--- src/rtl/sdf_pkg.sv ---
package sdf_pkg;

    // Sequencing states of the butterfly stage
    typedef enum logic [1:0] {
        ST_FILL  = 2'd0,
        ST_SUM   = 2'd1,
        ST_DRAIN = 2'd2
    } sdf_state_e;

    // Input-to-output delay in valid samples plus the output register
    function automatic int sdf_latency(input int vlen);
        return vlen / 2 + 1;
    endfunction

endpackage

--- src/rtl/sdf_ctrl.sv ---
module sdf_ctrl #(
    parameter int VLEN = 8
) (
    input  logic                     clk,
    input  logic                     rst_n,
    input  logic                     in_valid,
    input  logic                     in_first,
    output logic [$clog2(VLEN/2)-1:0] addr,
    output logic                     mem_we,
    output logic                     wr_diff,
    output logic                     fire,
    output logic                     is_sum,
    output logic                     first_c,
    output sdf_pkg::sdf_state_e      state
);
    import sdf_pkg::*;

    localparam int HALF = VLEN / 2;
    localparam int HW   = $clog2(HALF);

    sdf_state_e     st_q, st_d, st_eff;
    logic [HW-1:0]  idx_q, idx_d, idx;
    logic           resync, last;

    // Effective position of the current sample after any re-sync
    always_comb begin
        resync = in_first && !((idx_q == '0) && (st_q != ST_SUM));
        idx    = in_first ? '0 : idx_q;
        st_eff = resync ? ST_FILL : st_q;
        last   = (idx == HW'(HALF - 1));
    end

    // Next-state logic
    always_comb begin
        st_d  = st_q;
        idx_d = idx_q;
        if (in_valid) begin
            st_d  = st_eff;
            idx_d = last ? '0 : idx + 1'b1;
            unique case (st_eff)
                ST_FILL:  if (last) st_d = ST_SUM;
                ST_SUM:   if (last) st_d = ST_DRAIN;
                ST_DRAIN: if (last) st_d = ST_SUM;
                default:  st_d = ST_FILL;
            endcase
        end
    end

    // State register
    always_ff @(posedge clk or negedge rst_n) begin
        if (!rst_n) begin
            st_q  <= ST_FILL;
            idx_q <= '0;
        end else begin
            st_q  <= st_d;
            idx_q <= idx_d;
        end
    end

    // Output decode
    always_comb begin
        addr    = idx;
        mem_we  = in_valid;
        wr_diff = 1'b0;
        fire    = 1'b0;
        is_sum  = 1'b0;
        first_c = 1'b0;
        unique case (st_eff)
            ST_FILL: begin
                fire = 1'b0;
            end
            ST_SUM: begin
                wr_diff = 1'b1;
                is_sum  = 1'b1;
                fire    = in_valid;
                first_c = in_valid && (idx == '0);
            end
            ST_DRAIN: begin
                fire = in_valid;
            end
            default: begin
                fire = 1'b0;
            end
        endcase
    end

    assign state = st_q;

endmodule

--- src/rtl/sdf_delay_line.sv ---
module sdf_delay_line #(
    parameter int WIDTH = 26,
    parameter int DEPTH = 4
) (
    input  logic                     clk,
    input  logic                     we,
    input  logic [$clog2(DEPTH)-1:0] addr,
    input  logic [WIDTH-1:0]         wdata,
    output logic [WIDTH-1:0]         rdata
);
    logic [WIDTH-1:0] mem [DEPTH];

    // Read-before-write on the same slot: old word out, new word in
    always_ff @(posedge clk) begin
        if (we) mem[addr] <= wdata;
    end

    assign rdata = mem[addr];

endmodule

--- src/rtl/sdf_scale_clamp.sv ---
module sdf_scale_clamp #(
    parameter int WS    = 13,
    parameter int W_OUT = 10,
    parameter int TRUNC = 1
) (
    input  logic signed [WS-1:0]    val,
    output logic signed [W_OUT-1:0] res
);
    localparam logic signed [WS-1:0] HI = WS'((1 <<< (W_OUT - 1)) - 1);
    localparam logic signed [WS-1:0] LO = WS'(-(1 <<< (W_OUT - 1)));

    logic signed [WS-1:0] sh;

    assign sh = val >>> TRUNC;

    always_comb begin
        if (sh > HI)      res = HI[W_OUT-1:0];
        else if (sh < LO) res = LO[W_OUT-1:0];
        else              res = sh[W_OUT-1:0];
    end

endmodule

--- src/rtl/sdf_butterfly.sv ---
module sdf_butterfly #(
    parameter int VLEN  = 8,
    parameter int W_IN  = 12,
    parameter int W_OUT = 10,
    parameter int TRUNC = 1
) (
    input  logic                    clk,
    input  logic                    rst_n,
    input  logic                    in_valid,
    input  logic                    in_first,
    input  logic signed [W_IN-1:0]  in_re,
    input  logic signed [W_IN-1:0]  in_im,
    output logic                    out_valid,
    output logic                    out_first,
    output logic signed [W_OUT-1:0] out_re,
    output logic signed [W_OUT-1:0] out_im
);
    import sdf_pkg::*;

    localparam int HALF = VLEN / 2;
    localparam int HW   = $clog2(HALF);
    localparam int WS   = W_IN + 1;
    localparam int MW   = 2 * WS;

    logic [HW-1:0]  addr;
    logic           mem_we, wr_diff, fire, is_sum, first_c;
    sdf_state_e     state;
    logic [MW-1:0]  rdata, wdata;

    logic signed [WS-1:0]    x_in  [2];
    logic signed [WS-1:0]    x_old [2];
    logic signed [WS-1:0]    s_v   [2];
    logic signed [WS-1:0]    d_v   [2];
    logic signed [WS-1:0]    pick  [2];
    logic signed [W_OUT-1:0] y     [2];

    sdf_ctrl #(.VLEN(VLEN)) u_ctrl (
        .clk     (clk),
        .rst_n   (rst_n),
        .in_valid(in_valid),
        .in_first(in_first),
        .addr    (addr),
        .mem_we  (mem_we),
        .wr_diff (wr_diff),
        .fire    (fire),
        .is_sum  (is_sum),
        .first_c (first_c),
        .state   (state)
    );

    sdf_delay_line #(.WIDTH(MW), .DEPTH(HALF)) u_dly (
        .clk  (clk),
        .we   (mem_we),
        .addr (addr),
        .wdata(wdata),
        .rdata(rdata)
    );

    assign x_in[0] = {in_re[W_IN-1], in_re};
    assign x_in[1] = {in_im[W_IN-1], in_im};

    // One identical lane per component (0 = real, 1 = imaginary)
    for (genvar c = 0; c < 2; c++) begin : g_lane
        assign x_old[c] = rdata[c*WS +: WS];
        assign s_v[c]   = x_old[c] + x_in[c];
        assign d_v[c]   = x_old[c] - x_in[c];
        assign pick[c]  = is_sum ? s_v[c] : x_old[c];
        assign wdata[c*WS +: WS] = wr_diff ? d_v[c] : x_in[c];

        sdf_scale_clamp #(.WS(WS), .W_OUT(W_OUT), .TRUNC(TRUNC)) u_sat (
            .val(pick[c]),
            .res(y[c])
        );
    end

    always_ff @(posedge clk or negedge rst_n) begin
        if (!rst_n) begin
            out_valid <= 1'b0;
            out_first <= 1'b0;
            out_re    <= '0;
            out_im    <= '0;
        end else begin
            out_valid <= fire;
            out_first <= first_c;
            if (fire) begin
                out_re <= y[0];
                out_im <= y[1];
            end
        end
    end

endmodule

--- config.mk ---
export PLATFORM = sky130hd
export DESIGN_NAME = sdf_butterfly
export DESIGN_NICKNAME = d
export VERILOG_FILES = /design/src/rtl/sdf_pkg.sv /design/src/rtl/sdf_ctrl.sv /design/src/rtl/sdf_delay_line.sv /design/src/rtl/sdf_scale_clamp.sv /design/src/rtl/sdf_butterfly.sv
export SDC_FILE = /design/constraint.sdc
export NUM_CORES = 1
export LEC_CHECK = 0
export BUFFER_PORTS_ARGS = -buffer_cell sky130_fd_sc_hd__buf_2
export CAP_MARGIN = 20
export CORE_ASPECT_RATIO = 0.9
export CORE_MARGIN = 3
export CORE_UTILIZATION = 59
export CTS_CLUSTER_DIAMETER = 30
export DETAILED_ROUTE_END_ITERATION = 6
export GPL_TIMING_DRIVEN = 0
export HOLD_SLACK_MARGIN = 0.06
export PLACE_DENSITY_LB_ADDON = 0.12
export SLEW_MARGIN = 15
export SYNTH_ARGS = -nofsm -noshare
export SYNTH_HDL_FRONTEND = slang
export SYNTH_SLANG_ARGS = --single-unit
--- constraint.sdc ---
create_clock -name clk -period 6.43 [get_ports clk]
set_input_delay 0.3215 -clock clk [delete_from_list [all_inputs] [get_ports clk]]
set_output_delay 0.3215 -clock clk [all_outputs]
set_load 0.02 [all_outputs]
Word level (Yosys, flattened, before mapping)
Memories as Yosys holds them, arrays and structs flattened.
Index checks and enable logic that the tools add are counted.
{"block": "op_classes", "add_sub_neg": 5, "order_cmp": 4, "n_eq_ne": 4, "n_mux": 19, "reduce_logical": 9}
{"op": "two-way mux 13 bit", "count": 4}
{"op": "two-way mux 10 bit", "count": 4}
{"op": "adder 13 x 12 -> 13 bit", "count": 2}
{"op": "subtractor 13 x 12 -> 13 bit", "count": 2}
{"op": "greater-than comparator 12 x 10 -> 1 bit (second input constant)", "count": 2}
{"op": "less-than comparator 12 x 10 -> 1 bit (second input constant)", "count": 2}
{"op": "two-way mux 2 bit", "count": 5}
{"op": "zero test 2 bit", "count": 3}
{"op": "two-way mux 1 bit", "count": 5}
{"op": "equality test 2 bit (second input constant)", "count": 2}
{"op": "one-hot mux 2 bit (2 select lines)", "count": 1}
{"op": "OR reduction 2 bit", "count": 2}
{"op": "logical AND 1 bit", "count": 3}
{"op": "adder 2 x 1 -> 2 bit (second input constant)", "count": 1}
{"op": "equality test 2 x 1 -> 1 bit (second input constant)", "count": 1}
{"op": "inequality test 2 x 1 -> 1 bit (second input constant)", "count": 1}
{"op": "zero test 1 bit", "count": 1}
{"block": "totals", "reg_bits": 26, "ram_bits": 104, "input_bits": 28, "out_inout_bits": 22, "word_cells": 48, "n_memories": 1}
{"name": "u_dly.mem", "words": 4, "word_bits": 26, "rd": 1, "rd_ports_with_merged_regs": 0, "wr": 1, "line": "sdf_delay_line.sv:11", "rtl": "logic [WIDTH-1:0] mem [DEPTH];"}

Logic depth before layout (Yosys ltp)
Gate-level depths: netlist of run 1.
{"block": "depth", "ltp_word": 11, "depth_mapped": 19, "depth_no_buf": 17}

Cells and area by module
From an unflattened synthesis of run 1, not the netlist that was laid out.
{"block": "unflattened", "hier_cells": 716, "area_unflattened_um2": 8277.9}
{"mod": "sdf_delay_line", "instances": 1, "cells_each": 140, "area_per_inst_um2": 3787.4, "seq_area_each_um2": 3123.0}
{"mod": "sdf_butterfly", "instances": 1, "cells_each": 475, "area_per_inst_um2": 3748.6, "seq_area_each_um2": 550.5}
{"mod": "sdf_scale_clamp", "instances": 2, "cells_each": 33, "area_per_inst_um2": 203.9, "seq_area_each_um2": 0.0}
{"mod": "sdf_ctrl", "instances": 1, "cells_each": 35, "area_per_inst_um2": 334.1, "seq_area_each_um2": 100.1}

Least setup slack after synthesis of run 1
OpenSTA, ideal clock, no wires.
{"block": "synth_path", "path_kind": "register -> register", "start": "register u_ctrl.idx_q[0]", "end": "register out_im[9]", "setup_time_ps": 128, "arrival_ps": 3726, "required_ps": 6302, "path_slack_ps": 2576, "path_stages_with_launch": 18, "n_path_buf": 2, "period_less_slack_ps": 3854, "cell_sequence": "dfrtp_1 > nor2b_1 > buf_2 > buf_1 > nand2_1 > nand3_1 > and2_1 > ha_1 > inv_1 > fa_1 > nor2_1 > o221ai_1 > a2111oi_2 > o21bai_1 > a2111oi_0 > and3b_4 > xnor2_4 > mux2_1"}
{"block": "synth_between", "elab_chain_cells": 11, "word_cells_on_any_way": 18, "classes_between": "1 x add/sub; 2 x order compare; 2 x eq/ne; 7 x mux; 5 x reduce/logical; 1 x memory"}
{"item": "start: declaration", "line": "sdf_ctrl.sv:22", "rtl": "logic [HW-1:0] idx_q, idx_d, idx;"}
{"item": "start signal: assignment", "line": "sdf_ctrl.sv:56", "rtl": "idx_q <= idx_d;"}
{"item": "branches (longest 11 deep; another with memory (4 x 26 bit))"}
{"item": "end signal: assignment", "line": "sdf_butterfly.sv:87", "rtl": "out_im <= y[1];"}
{"item": "end: declaration", "line": "sdf_butterfly.sv:16", "rtl": "output logic signed [W_OUT-1:0] out_im"}
Parallel ways; which one is timed is not known.
A chain may end at the register's enable or synchronous reset.

Final worst setup path of run 1
{"block": "layout_path", "start": "register u_ctrl.idx_q[0]", "end": "memory u_dly.mem[1][21] (data pin)"}
{"block": "layout_between", "elab_chain_cells": 8, "word_cells_on_any_way": 11, "classes_between": "1 x add/sub; 1 x eq/ne; 4 x mux; 4 x reduce/logical; 1 x memory"}
{"item": "branches (longest 7 deep; another with memory (4 x 26 bit))"}
{"item": "two-way mux 13 bit *", "line": "sdf_butterfly.sv:68", "rtl": "assign wdata[c*WS +: WS] = wr_diff ? d_v[c] : x_in[c];"}
{"item": "named net u_dly.wdata[21]", "line": "sdf_delay_line.sv:8", "rtl": "input logic [WIDTH-1:0] wdata,"}
{"item": "end: declaration", "line": "sdf_delay_line.sv:11"}
Mark *: on every way through the listed nets, which the timed path passes.

==> metrics.md, run 1 <==
| Metric | Value |
|---|---|
| Status | completed |
| Synth top area cells | edfxtp_1 (38%), ha_1 (8.6%), dfrtp_1 (7.9%) |
| FMAX | 182 MHz |
| Cells after Synth | 804 |
| RSZ-0062 raised after global routing | no |
| WL per Instance | 20.9 µm |
| Layout area overhead | 12.9% |
| Area of the multi-input gates | 0.00402 mm² |
| Worst path cell trace | buf_2 -> clkbuf_1 -> or3_1 -> a21boi_0 -> ha_1 -> buf_2 -> buf_1 -> clkbuf_1 -> buf_1 -> clkbuf_1 -> o21ai_0 |
| EDFF count, synth | 104 |
| Delay of the slowest critical-path stage | 0.75 ns |
| WP buf/inv | 7 |
| Synth async-reset ratio | 20.0% |
| Die Height | 118 µm |
| Mapped cell area | 0.00818 mm² |
| YS warnings | 0 |
| Ports | 50 |
| CP required | 6.54 ns |
| Std-Cell Rows | 40 |
| Nets | 961 |
| Inserted Clock Buffers | 17 |
| Final Routed Wirelength | 22100 µm |
| Die X | 130 µm |
| Initial antenna violation count | 0 |
| Hold WC Path Type | in2reg |
| Hold Crit Depth | 2 |
| Max_cap viols | 0 |
| Fillcell total | 1057 |
| Die area | 0.0153 mm² |
| Tmin final | 5.48 ns |
| Antenna-violating nets left | 0 |
| Final hold vios | 0 |
| DP Wirelength | 15700 µm |
| Syn avg cell area | 10.2 µm² |
| Worst IR Drop VDD | 0.261 mV |
| Setup-failing EPs final | 0 |
| Vias per cell | 6.18 |
| Worst skew pair latency | 0.43 ns |
| CP max FO | 10 |
| Number of detailed-route iterations in the first pass | 6 |
| DRT iter0 DRCs | 604 |
| Crit Path Class | reg2reg |
| Critical Path Start Type | flip-flop |
| Synth top area share | 38.2% |
| Slowest-stage cell, CP | buf_1 |
| Layout cells sized above 1 | 14.0% |
| Power density cells | 353 mW/mm² |
| Vias | 6512 |
| # DRC | 0 |
| PortBufs | 49 |
| CP top delay family | buffers and inverters |
| Synth Flop Type | edfxtp_1 |
| Register bit total from synthesis | 130 |
| CTS root buffer | clkbuf_16 |
| Vias in the first global route | 6141 |
| Most frequent cells in the layout | edfxtp_1 (104), nand2_1 (79), buf_2 (63), nor2_1 (63), ha_1 (56) |
| CP dominant cell by count | clkbuf_1 |
| Library cells used by synthesis | 69 |
| Largest net degree at the start of global routing | 27 |
| R2R depth | 11 |
| ANT cells | 0 |
| Slew Viols, Final | 0 |
| Core region area | 0.0135 mm² |
| Critical Path AT | 5.60 ns |
| CP endpoint kind | flip-flop |
| Clock tree buffer depth | 2 |
| Clock transition at path regs | 0.06 ns |
| Starting Density | 60.8% |
| Clock sinks | 130 |
| Slew of the pin with the lowest slew margin | 0.985 ns |
| Min Hold Slack | 0.207 ns |
| Storage element area | 0.00377 mm² |
| Core Util, Final | 68.6% |
| PostCTS Resize Cnt | 0 |
| CTS tree | built |
| Most common cell after layout, fill and taps aside | edfxtp_1 |
| Post-CTS setup buffer count | 0 |
| Final period util | 85.3% |
| Mapped Nets | 892 |
| First-pass GRT wire length | 33700 µm |
| H-tree depth | 4 |
| Leak | 3.69 nW |
| Fin Setup TNS | 0 ns |
| Crit. path cell count | 11 |
| Total Routing Usage GR | 29.1% |
| Routability cong. | 0.842 |
| Cell taking the most area after synthesis | edfxtp_1 |
| Skew final | 0.0112 ns |
| Slew HR | 34.3% |
| GR Overflow Total | 0 |
| Post-synthesis sequential area ratio | 46.1% |
[worst reg2reg max path, delay by kind of cell, from the launching register on]
| kind | cells | cell delay, ns |
|---|---|---|
| buffers and inverters | 7 | 3.32 |
| AOI/OAI and AO/OA | 2 | 0.77 |
| and+or+nand+nor | 1 | 0.46 |
| DFF | 1 | 0.42 |
| adders and majority gates | 1 | 0.23 |
[per-stage QoR]
stage | setup slack (ns) | area, µm² | cells | power (W)
2_1_floorplan | 2.58 | 8180 | 804 | 0.00196
3_3_place_gp | 1.05 | 8640 | 1021 | 0.00227
3_5_place_dp | 0.982 | 8640 | 1021 | 0.00230
4_1_cts | 0.971 | 9240 | 1054 | 0.00325
5_1_grt | 0.694 | 9240 | 1054 | 0.00343
6_report | 0.947 | 9240 | 1054 | 0.00326
[area by class of cell]
type / count / area share [%]
Tap cell: 168 / 2.27
Buffer: 44 / 2.14
Inverter: 53 / 2.15
Sequential cell: 130 / 40.8
Timing Repair Buffer: 50 / 2.76
Clock inverter: 14 / 1.69
Clock buffer: 18 / 4.64
Multi-Input combinational cell: 577 / 43.5
[synthesized netlist by cell type, drive strengths merged, types with 4 or more instances]
cell,count
a2111oi,4
a211oi,30
a21o,5
a21oi,38
a221oi,11
a31oi,22
and2,9
and3,8
buf,22
clkbuf,22
dfrtp,26
edfxtp,104
fa,4
ha,56
inv,52
mux2,7
mux2i,23
nand2,79
nand2b,9
nand3,24
nor2,63
nor2b,33
nor3,13
o211ai,6
o21ai,35
o21bai,11
o311a,8
or2,4
or3,6
xnor2,29
xor2,6
[state kept, by name (all words and copies together), names as in the netlist]
name          count
out_im           10
out_re           10
u_ctrl.idx_q      2
u_dly.mem       104
out_valid         1
u_ctrl.state      2
out_first         1
[worst paths after layout]
kind	from	endpoint	slack [ns]
setup reg to reg	u_ctrl.idx_q[0]	u_dly.mem[1][21]	0.95
min in group asynchronous	rst_n	out_im[4]	0.45
setup / recovery	u_ctrl.idx_q[0]	u_dly.mem[1][21]	0.95
hold reg to reg	out_im[9]	out_im[9]	0.48
max in group asynchronous	rst_n	out_re[6]	5.59
hold / removal	in_valid	u_ctrl.idx_q[1]	0.21
[logic make-up (layout without fill, tap and decap cells)]
family	Yosys count	in the layout	synth area share, %
and+or+nand+nor	260	260	15.4
AOI/OAI and AO/OA	192	192	16.3
DFF	130	130	46.1
buffers and inverters	97	179	4.85
adders and majority gates	60	60	9.54
xor gates and xnor gates	35	35	3.98
muxes	30	30	3.78
[report_power, final]
| group | leakage [nW] | switching, W | internal (W) |
|---|---|---|---|
| clock network | 0.281 | 0.000376 | 0.000576 |
| logic | 2.14 | 0.000789 | 0.000443 |
| registers | 1.27 | 0.0000434 | 0.00104 |
[metal layers]
layer | up-vias | track usage, % | part of all wire, %
li1 | 3040 | - | -
met1 | 3159 | 44.1 | 46
met2 | 283 | 43.3 | 45
met3 | 30 | 5.26 | 7.7
met4 | 0 | 7.40 | 1.3
met5 | - | 0 | 0
[what timing repair did]
item | in CTS | in global routing
endpoints found under the setup margin | 0 | 0
hold buffers | 1 | 0
hold endpoints to repair | 26 | 0
No activity file was read; power rests on OpenSTA's default activity.
==> run 2: changes to the inputs <==
--- a/config.mk
+++ b/config.mk
@@ -5,14 +5,13 @@
 export SDC_FILE = /design/constraint.sdc
 export NUM_CORES = 1
 export LEC_CHECK = 0
-export BUFFER_PORTS_ARGS = -buffer_cell sky130_fd_sc_hd__buf_2
 export CAP_MARGIN = 20
 export CORE_ASPECT_RATIO = 0.9
 export CORE_MARGIN = 3
 export CORE_UTILIZATION = 59
 export CTS_CLUSTER_DIAMETER = 30
 export DETAILED_ROUTE_END_ITERATION = 6
-export GPL_TIMING_DRIVEN = 0
+export DONT_BUFFER_PORTS = 1
 export HOLD_SLACK_MARGIN = 0.06
 export PLACE_DENSITY_LB_ADDON = 0.12
 export SLEW_MARGIN = 15
==> constraint.sdc (replaced) <==
create_clock -name clk -period 5.4 [get_ports clk]
set_input_delay 0.27 -clock clk [delete_from_list [all_inputs] [get_ports clk]]
set_output_delay 0.27 -clock clk [all_outputs]
set_load 0.02 [all_outputs]
==> run 2 against run 1 <==
Net effect: register-to-register slack worse by 0.45 ns; first-iteration DRC count down 14%; clock power increased by 12%; combinational power about the same; highest routed layer unchanged; core utilization fell by 2.7 points; critical path type unchanged; worst setup slack got worse by 0.45 ns.
==> metrics.md, run 2 (synthesis results as in run 1) <==
| Metric | Value |
|---|---|
| CP required | 5.69 ns |
| Most frequent cells in the layout | edfxtp_1 (104), nand2_1 (79), nor2_1 (63) |
| Most common cell after layout, fill and taps aside | edfxtp_1 |
| Max reg flops | 104 |
| Number of detailed-route iterations in the first pass | 5 |
| Fin Setup TNS | 0 ns |
| Status | completed |
| Crit Path Class | reg2reg |
| Tmin final | 4.91 ns |
| H-tree depth | 4 |
| Layout cells sized above 1 | 8.07% |
| CP endpoint | out_im[9] |
| Vias per cell | 6.23 |
| CTS tree | built |
| Biggest register | u_dly.mem |
| PortBufs | 0 |
| Critical Path AT | 5.20 ns |
| Slew Viols, Final | 0 |
| Initial antenna violation count | 0 |
| Power density cells | 415 mW/mm² |
| FMAX | 204 MHz |
| DRT iter0 DRCs | 522 |
| ANT cells | 0 |
| Nets | 882 |
| GR Overflow Total | 0 |
| R2R Setup Slk | 0.49 ns |
| Clock transition at path regs | 0.06 ns |
| Die Height | 118 µm |
| Total chip power | 0.00369 W |
| Vias | 6063 |
| Critical Path Start Type | flip-flop |
| Setup-failing EPs final | 0 |
| Die X | 130 µm |
| Slew of the pin with the lowest slew margin | 0.836 ns |
| Clock tree buffer depth | 2 |
| Post-CTS setup buffer count | 0 |
| Die area | 0.0153 mm² |
| Leak | 3.45 nW |
| Worst r2r src | u_ctrl.idx_q[1] |
| # DRC | 0 |
| Layout area overhead | 8.52% |
| Antenna-violating nets left | 0 |
| Starting Density | 60.8% |
| Final period util | 90.9% |
| PostCTS Resize Cnt | 0 |
| DP Wirelength | 13500 µm |
| Delay of the slowest critical-path stage | 0.69 ns |
| Worst skew pair latency | 0.41 ns |
| Final hold vios | 0 |
| Worst path cell trace | nor2b_1 -> inv_2 -> buf_4 -> nand3_1 -> and2_1 -> ha_1 -> inv_1 -> fa_1 -> nor2_1 -> o221ai_1 -> a2111oi_2 -> o21bai_1 -> a2111oi_0 -> and3b_4 -> xnor2_4 -> mux2_1 |
| Slew HR | 44.2% |
| Worst r2r dst | out_im[9] |
| Ports | 50 |
| Inserted Clock Buffers | 17 |
| First-pass GRT wire length | 30800 µm |
| Vias in the first global route | 5789 |
| R2R depth | 16 |
| CP max FO | 31 |
| Worst IR Drop VDD | 0.270 mV |
| Regs by FF count | u_dly.mem (104), out_im (10), out_re (10) |
| Routability cong. | 0.936 |
| Final Routed Wirelength | 19300 µm |
| Fillcell total | 1040 |
| Max_cap viols | 0 |
| Core region area | 0.0135 mm² |
| Timing startpoint of the critical path | u_ctrl.idx_q[1] |
| RSZ-0062 raised after global routing | no |
| Largest net degree at the start of global routing | 62 |
| CP endpoint kind | flip-flop |
| CTS root buffer | clkbuf_16 |
| Hold WC Path Type | in2reg |
| Slowest-stage cell, CP | a2111oi_0 |
| Std-Cell Rows | 40 |
| Total Routing Usage GR | 26.0% |
| WL per Instance | 19.8 µm |
| Skew final | 0.00827 ns |
| Clock sinks | 130 |
[run 2: cell types whose count changed in the layout (fill, tap and decap cells not counted), moves of 2 or more]
cell        delta
buf_6          -2
clkbuf_1      -20
and2_1         +4
buf_4         +12
buf_1          -6
inv_6          -2
clkinvlp_4     -2
and2_2         -4
buf_2         -63
[run 2: layout make-up]
class                   instances  area [µm²]  area share, %
clock buffers                  20         437           4.92
clock inverters                10         113           1.27
inverters                      53         199           2.24
multi-input cells             577        4020           45.3
flip-flops and latches        130        3770           42.5
well taps                     168         210           2.37
repair buffers                 15         130           1.47
[run 2: critical path: cells and delay by family, from the launching register on]
kind / cells / cell delay (ns)
AO/OA/AOI/OAI: 4 / 1.56
XOR/XNOR: 1 / 0.18
adder cells (fa/ha/maj): 2 / 0.58
buffers and inverters: 3 / 0.39
flip-flops: 1 / 0.38
multiplexers: 1 / 0.33
AND/OR/NAND/NOR: 5 / 1.39
[run 2: worst min-delay path by stage]
| stage | end | slack (ns) | start | cells past startpoint |
|---|---|---|---|---|
| after global routing | u_dly.mem[3][0] | 0.13 | in_re[0] | 1 |
| final | u_dly.mem[3][0] | 0.13 | in_re[0] | 1 |
| after floorplan | out_first | -0.03 | rst_n | 0 |
| after detailed placement | out_im[8] | -0.02 | rst_n | 0 |
| after global placement | out_im[6] | -0.03 | rst_n | 0 |
| after CTS | u_dly.mem[3][0] | 0.12 | in_re[0] | 1 |
[run 2: repair_timing]
| action | CTS | global route |
|---|---|---|
| endpoints found under the setup margin | 0 | 0 |
| hold buffers | 3 | 0 |
| endpoints found under the hold margin | 31 | 0 |
[run 2: metrics by stage]
step | utilization [%] | cell area, µm² | setup slack, ns | std cells | hold slack (ns)
global placement | 61.6 | 8290 | 0.879 | 940 | -0.0250
finish | 66.0 | 8880 | 0.492 | 973 | 0.130
global route | 66.0 | 8880 | 0.0312 | 973 | 0.126
CTS | 66.0 | 8880 | 0.578 | 973 | 0.118
floorplan | - | 8180 | 1.55 | 804 | -0.0256
detailed placement | 61.6 | 8290 | 0.720 | 940 | -0.0250
[run 2: power by group]
group / internal [W] / leakage (nW) / switching, W
Sequential: 0.00123 / 1.27 / 0.000166
Combinational: 0.000463 / 1.92 / 0.000757
Clock: 0.000672 / 0.269 / 0.000394
Total: 0.00237 / 3.45 / 0.00132
[run 2: routing by layer]
layer	global-route usage, %	vias to the layer above	wire, µm
li1	-	2893	-
met1	37.5	2949	8730
met2	37.7	194	8600
met3	8.21	27	1600
met4	7.79	0	347
met5	0	-	0
==> run 3: changes to the inputs <==
--- a/config.mk
+++ b/config.mk
@@ -6,9 +6,11 @@
 export NUM_CORES = 1
 export LEC_CHECK = 0
 export CAP_MARGIN = 20
+export CELL_PAD_IN_SITES_DETAIL_PLACEMENT = 0
+export CELL_PAD_IN_SITES_GLOBAL_PLACEMENT = 1
 export CORE_ASPECT_RATIO = 0.9
 export CORE_MARGIN = 3
-export CORE_UTILIZATION = 59
+export CORE_UTILIZATION = 35
 export CTS_CLUSTER_DIAMETER = 30
 export DETAILED_ROUTE_END_ITERATION = 6
 export DONT_BUFFER_PORTS = 1
==> run 3 against run 2 <==
Net effect: cell count rose by 13%; critical path type unchanged; sequential share of layout area fell by 0.86 points; sequential power is essentially flat; critical path depth shrank 2; non-clock buffer count down 1; largest cell class unchanged.
==> metrics.md, run 3 (synthesis results as in run 1) <==
| Metric | Value |
|---|---|
| Status | completed |
| Most frequent cells in the layout | edfxtp_1 (104), nand2_1 (79), nor2_1 (63) |
| Std-Cell Rows | 52 |
| Routability cong. | 0.844 |
| Worst path cell trace | nor2b_1 -> buf_4 -> inv_2 -> buf_4 -> a211oi_1 -> a31oi_1 -> ha_1 -> nor3_1 -> o41ai_1 -> o311a_1 -> o211a_1 -> nor3_2 -> and3_1 -> a211oi_1 |
| Max reg flops | 104 |
| GR Overflow Total | 0 |
| Regs by FF count | u_dly.mem (104), out_im (10), out_re (10) |
| Comb power frac | 32.3% |
| Vias per cell | 5.23 |
| Sw frac | 35.0% |
| Leak | 3.45 nW |
| Internal | 0.00241 W |
| PortBufs | 0 |
| # DRC | 0 |
| Hold Crit Depth | 1 |
| DRT iter0 DRCs | 468 |
| Setup-failing EPs final | 0 |
| Area of the multi-input gates | 0.00402 mm² |
| Starting Density | 36.0% |
| Core region area | 0.0227 mm² |
| Core Util, Final | 39.9% |
| Worst r2r dst | out_re[3] |
| Crit Path Class | reg2reg |
| Vias | 5772 |
| Power share of the sequential group | 37.7% |
| Max_cap viols | 0 |
| RSZ-0062 raised after global routing | no |
| Hold Buf Count CTS | 3 |
| Antenna-violating nets left | 0 |
| Die area | 0.0253 mm² |
| Worst IR Drop VDD | 0.264 mV |
| WL per Instance | 18.3 µm |
| FMAX | 222 MHz |
| Clock power share | 30.0% |
| CTS tree | built |
| Largest net degree at the start of global routing | 61 |
| Nets | 881 |
| Fin Setup TNS | 0 ns |
| Layout area overhead | 10.7% |
| Switching pwr | 0.00130 W |
| Storage element area | 0.00377 mm² |
| PostCTS Resize Cnt | 0 |
| Post-CTS setup buffer count | 0 |
| Slew HR | 43.0% |
| Clock tree buffer depth | 2 |
| Ports | 50 |
| CP max FO | 32 |
| Final period util | 83.4% |
| Slew of the pin with the lowest slew margin | 0.852 ns |
| Delay of the slowest critical-path stage | 0.46 ns |
| Most common cell after layout, fill and taps aside | edfxtp_1 |
| Total Routing Usage GR | 16.2% |
| Clock sinks | 130 |
| CP required | 5.67 ns |
| Critical Path Start Type | flip-flop |
| Hold Crit Endpoint | u_dly.mem[2][13] |
| Die X | 167 µm |
| Hold WC Path Type | in2reg |
| Inserted Clock Buffers | 17 |
| Slew Viols, Final | 0 |
| Vias in the first global route | 5848 |
| Worst r2r src | u_ctrl.idx_q[1] |
| Critical Path AT | 4.77 ns |
| Tmin final | 4.50 ns |
| Power density cells | 410 mW/mm² |
| Skew final | 0.0113 ns |
| First-pass GRT wire length | 31900 µm |
| CP endpoint kind | flip-flop |
| Fillcell total | 2203 |
| ANT cells | 0 |
| DP Wirelength | 14500 µm |
| Slowest-stage cell, CP | nor3_2 |
| Final Routed Wirelength | 20200 µm |
| R2R depth | 14 |
| Initial antenna violation count | 0 |
| Final hold vios | 0 |
| Die Height | 151 µm |
| Hold path startpoint | in_im[0] |
| H-tree depth | 4 |
| Number of detailed-route iterations in the first pass | 5 |
| Biggest register | u_dly.mem |
| Layout cells sized above 1 | 8.31% |
| Clock transition at path regs | 0.05 ns |
| R2R Setup Slk | 0.90 ns |
| CTS root buffer | clkbuf_16 |
| Worst skew pair latency | 0.42 ns |
## run 3: cell types whose count changed in the layout (fill, tap and decap cells not counted)
| cell | previous run | this run |
|---|---|---|
| clkbuf_1 | 3 | 2 |
| buf_4 | 12 | 11 |
| and2_1 | 9 | 7 |
| inv_6 | 1 | 0 |
| clkinv_4 | 3 | 0 |
| bufinv_16 | 2 | 3 |
| clkinv_2 | 2 | 3 |
| and2_2 | 0 | 2 |
| clkinvlp_4 | 0 | 3 |
| clkinv_1 | 3 | 5 |
## run 3: how the worst max path moves through the flow
stage / from / to / slack, ns
after global placement: u_ctrl.idx_q[1] / out_re[8] / 0.98
after global routing: u_ctrl.idx_q[1] / out_re[8] / 0.45
after floorplan: u_ctrl.idx_q[0] / out_im[9] / 1.55
final: u_ctrl.idx_q[1] / out_re[3] / 0.90
after CTS: u_ctrl.idx_q[1] / out_re[3] / 0.87
after detailed placement: u_ctrl.idx_q[1] / out_re[3] / 0.88
## run 3: power by group through the flow
stage          sequential (W)  combinational (W)  clock [W]
5_1_grt               0.00141            0.00135    0.00119
3_3_place_gp          0.00142            0.00119          0
3_5_place_dp          0.00142            0.00120          0
4_1_cts               0.00140            0.00121    0.00114
6_report              0.00140            0.00120    0.00111
2_1_floorplan         0.00140           0.000933          0
## run 3: final cells by class
type                    count  share of cell area, %
repair buffers             14                   1.35
clock inverters            13                   1.57
multi-input cells         577                   44.4
inverters                  53                   2.19
well taps                 297                   4.10
flip-flops and latches    130                   41.6
clock buffers              19                   4.78
## run 3: stage by stage
stage	instances	power, W	hold WS [ns]	instance area, µm²	setup slack (ns)
6_report	1103	0.00371	0.146	9060	0.896
5_1_grt	1103	0.00396	0.135	9060	0.451
4_1_cts	1103	0.00376	0.126	9060	0.866
3_5_place_dp	1068	0.00262	-0.0247	8450	0.880
3_3_place_gp	1068	0.00261	-0.0248	8450	0.982
2_1_floorplan	804	0.00233	-0.0256	8180	1.55
## run 3: layer usage
layer / wire length [µm] / vias up / GRT usage, % / share of wire (%)
met5: 0 / - / 0 / 0
met4: 355 / 0 / 4.74 / 1.8
met3: 675 / 21 / 3.39 / 3.3
met2: 9950 / 89 / 28.4 / 49
met1: 9220 / 2778 / 20.6 / 46
li1: - / 2884 / - / -
## run 3: critical path: cells and delay by family, from the launching register on
kind	cells	cell delay (ns)
AO/OA/AOI/OAI	6	1.35
adder cells (fa/ha/maj)	1	0.41
buffers and inverters	3	0.95
flip-flops	1	0.39
AND/OR/NAND/NOR	4	1.25
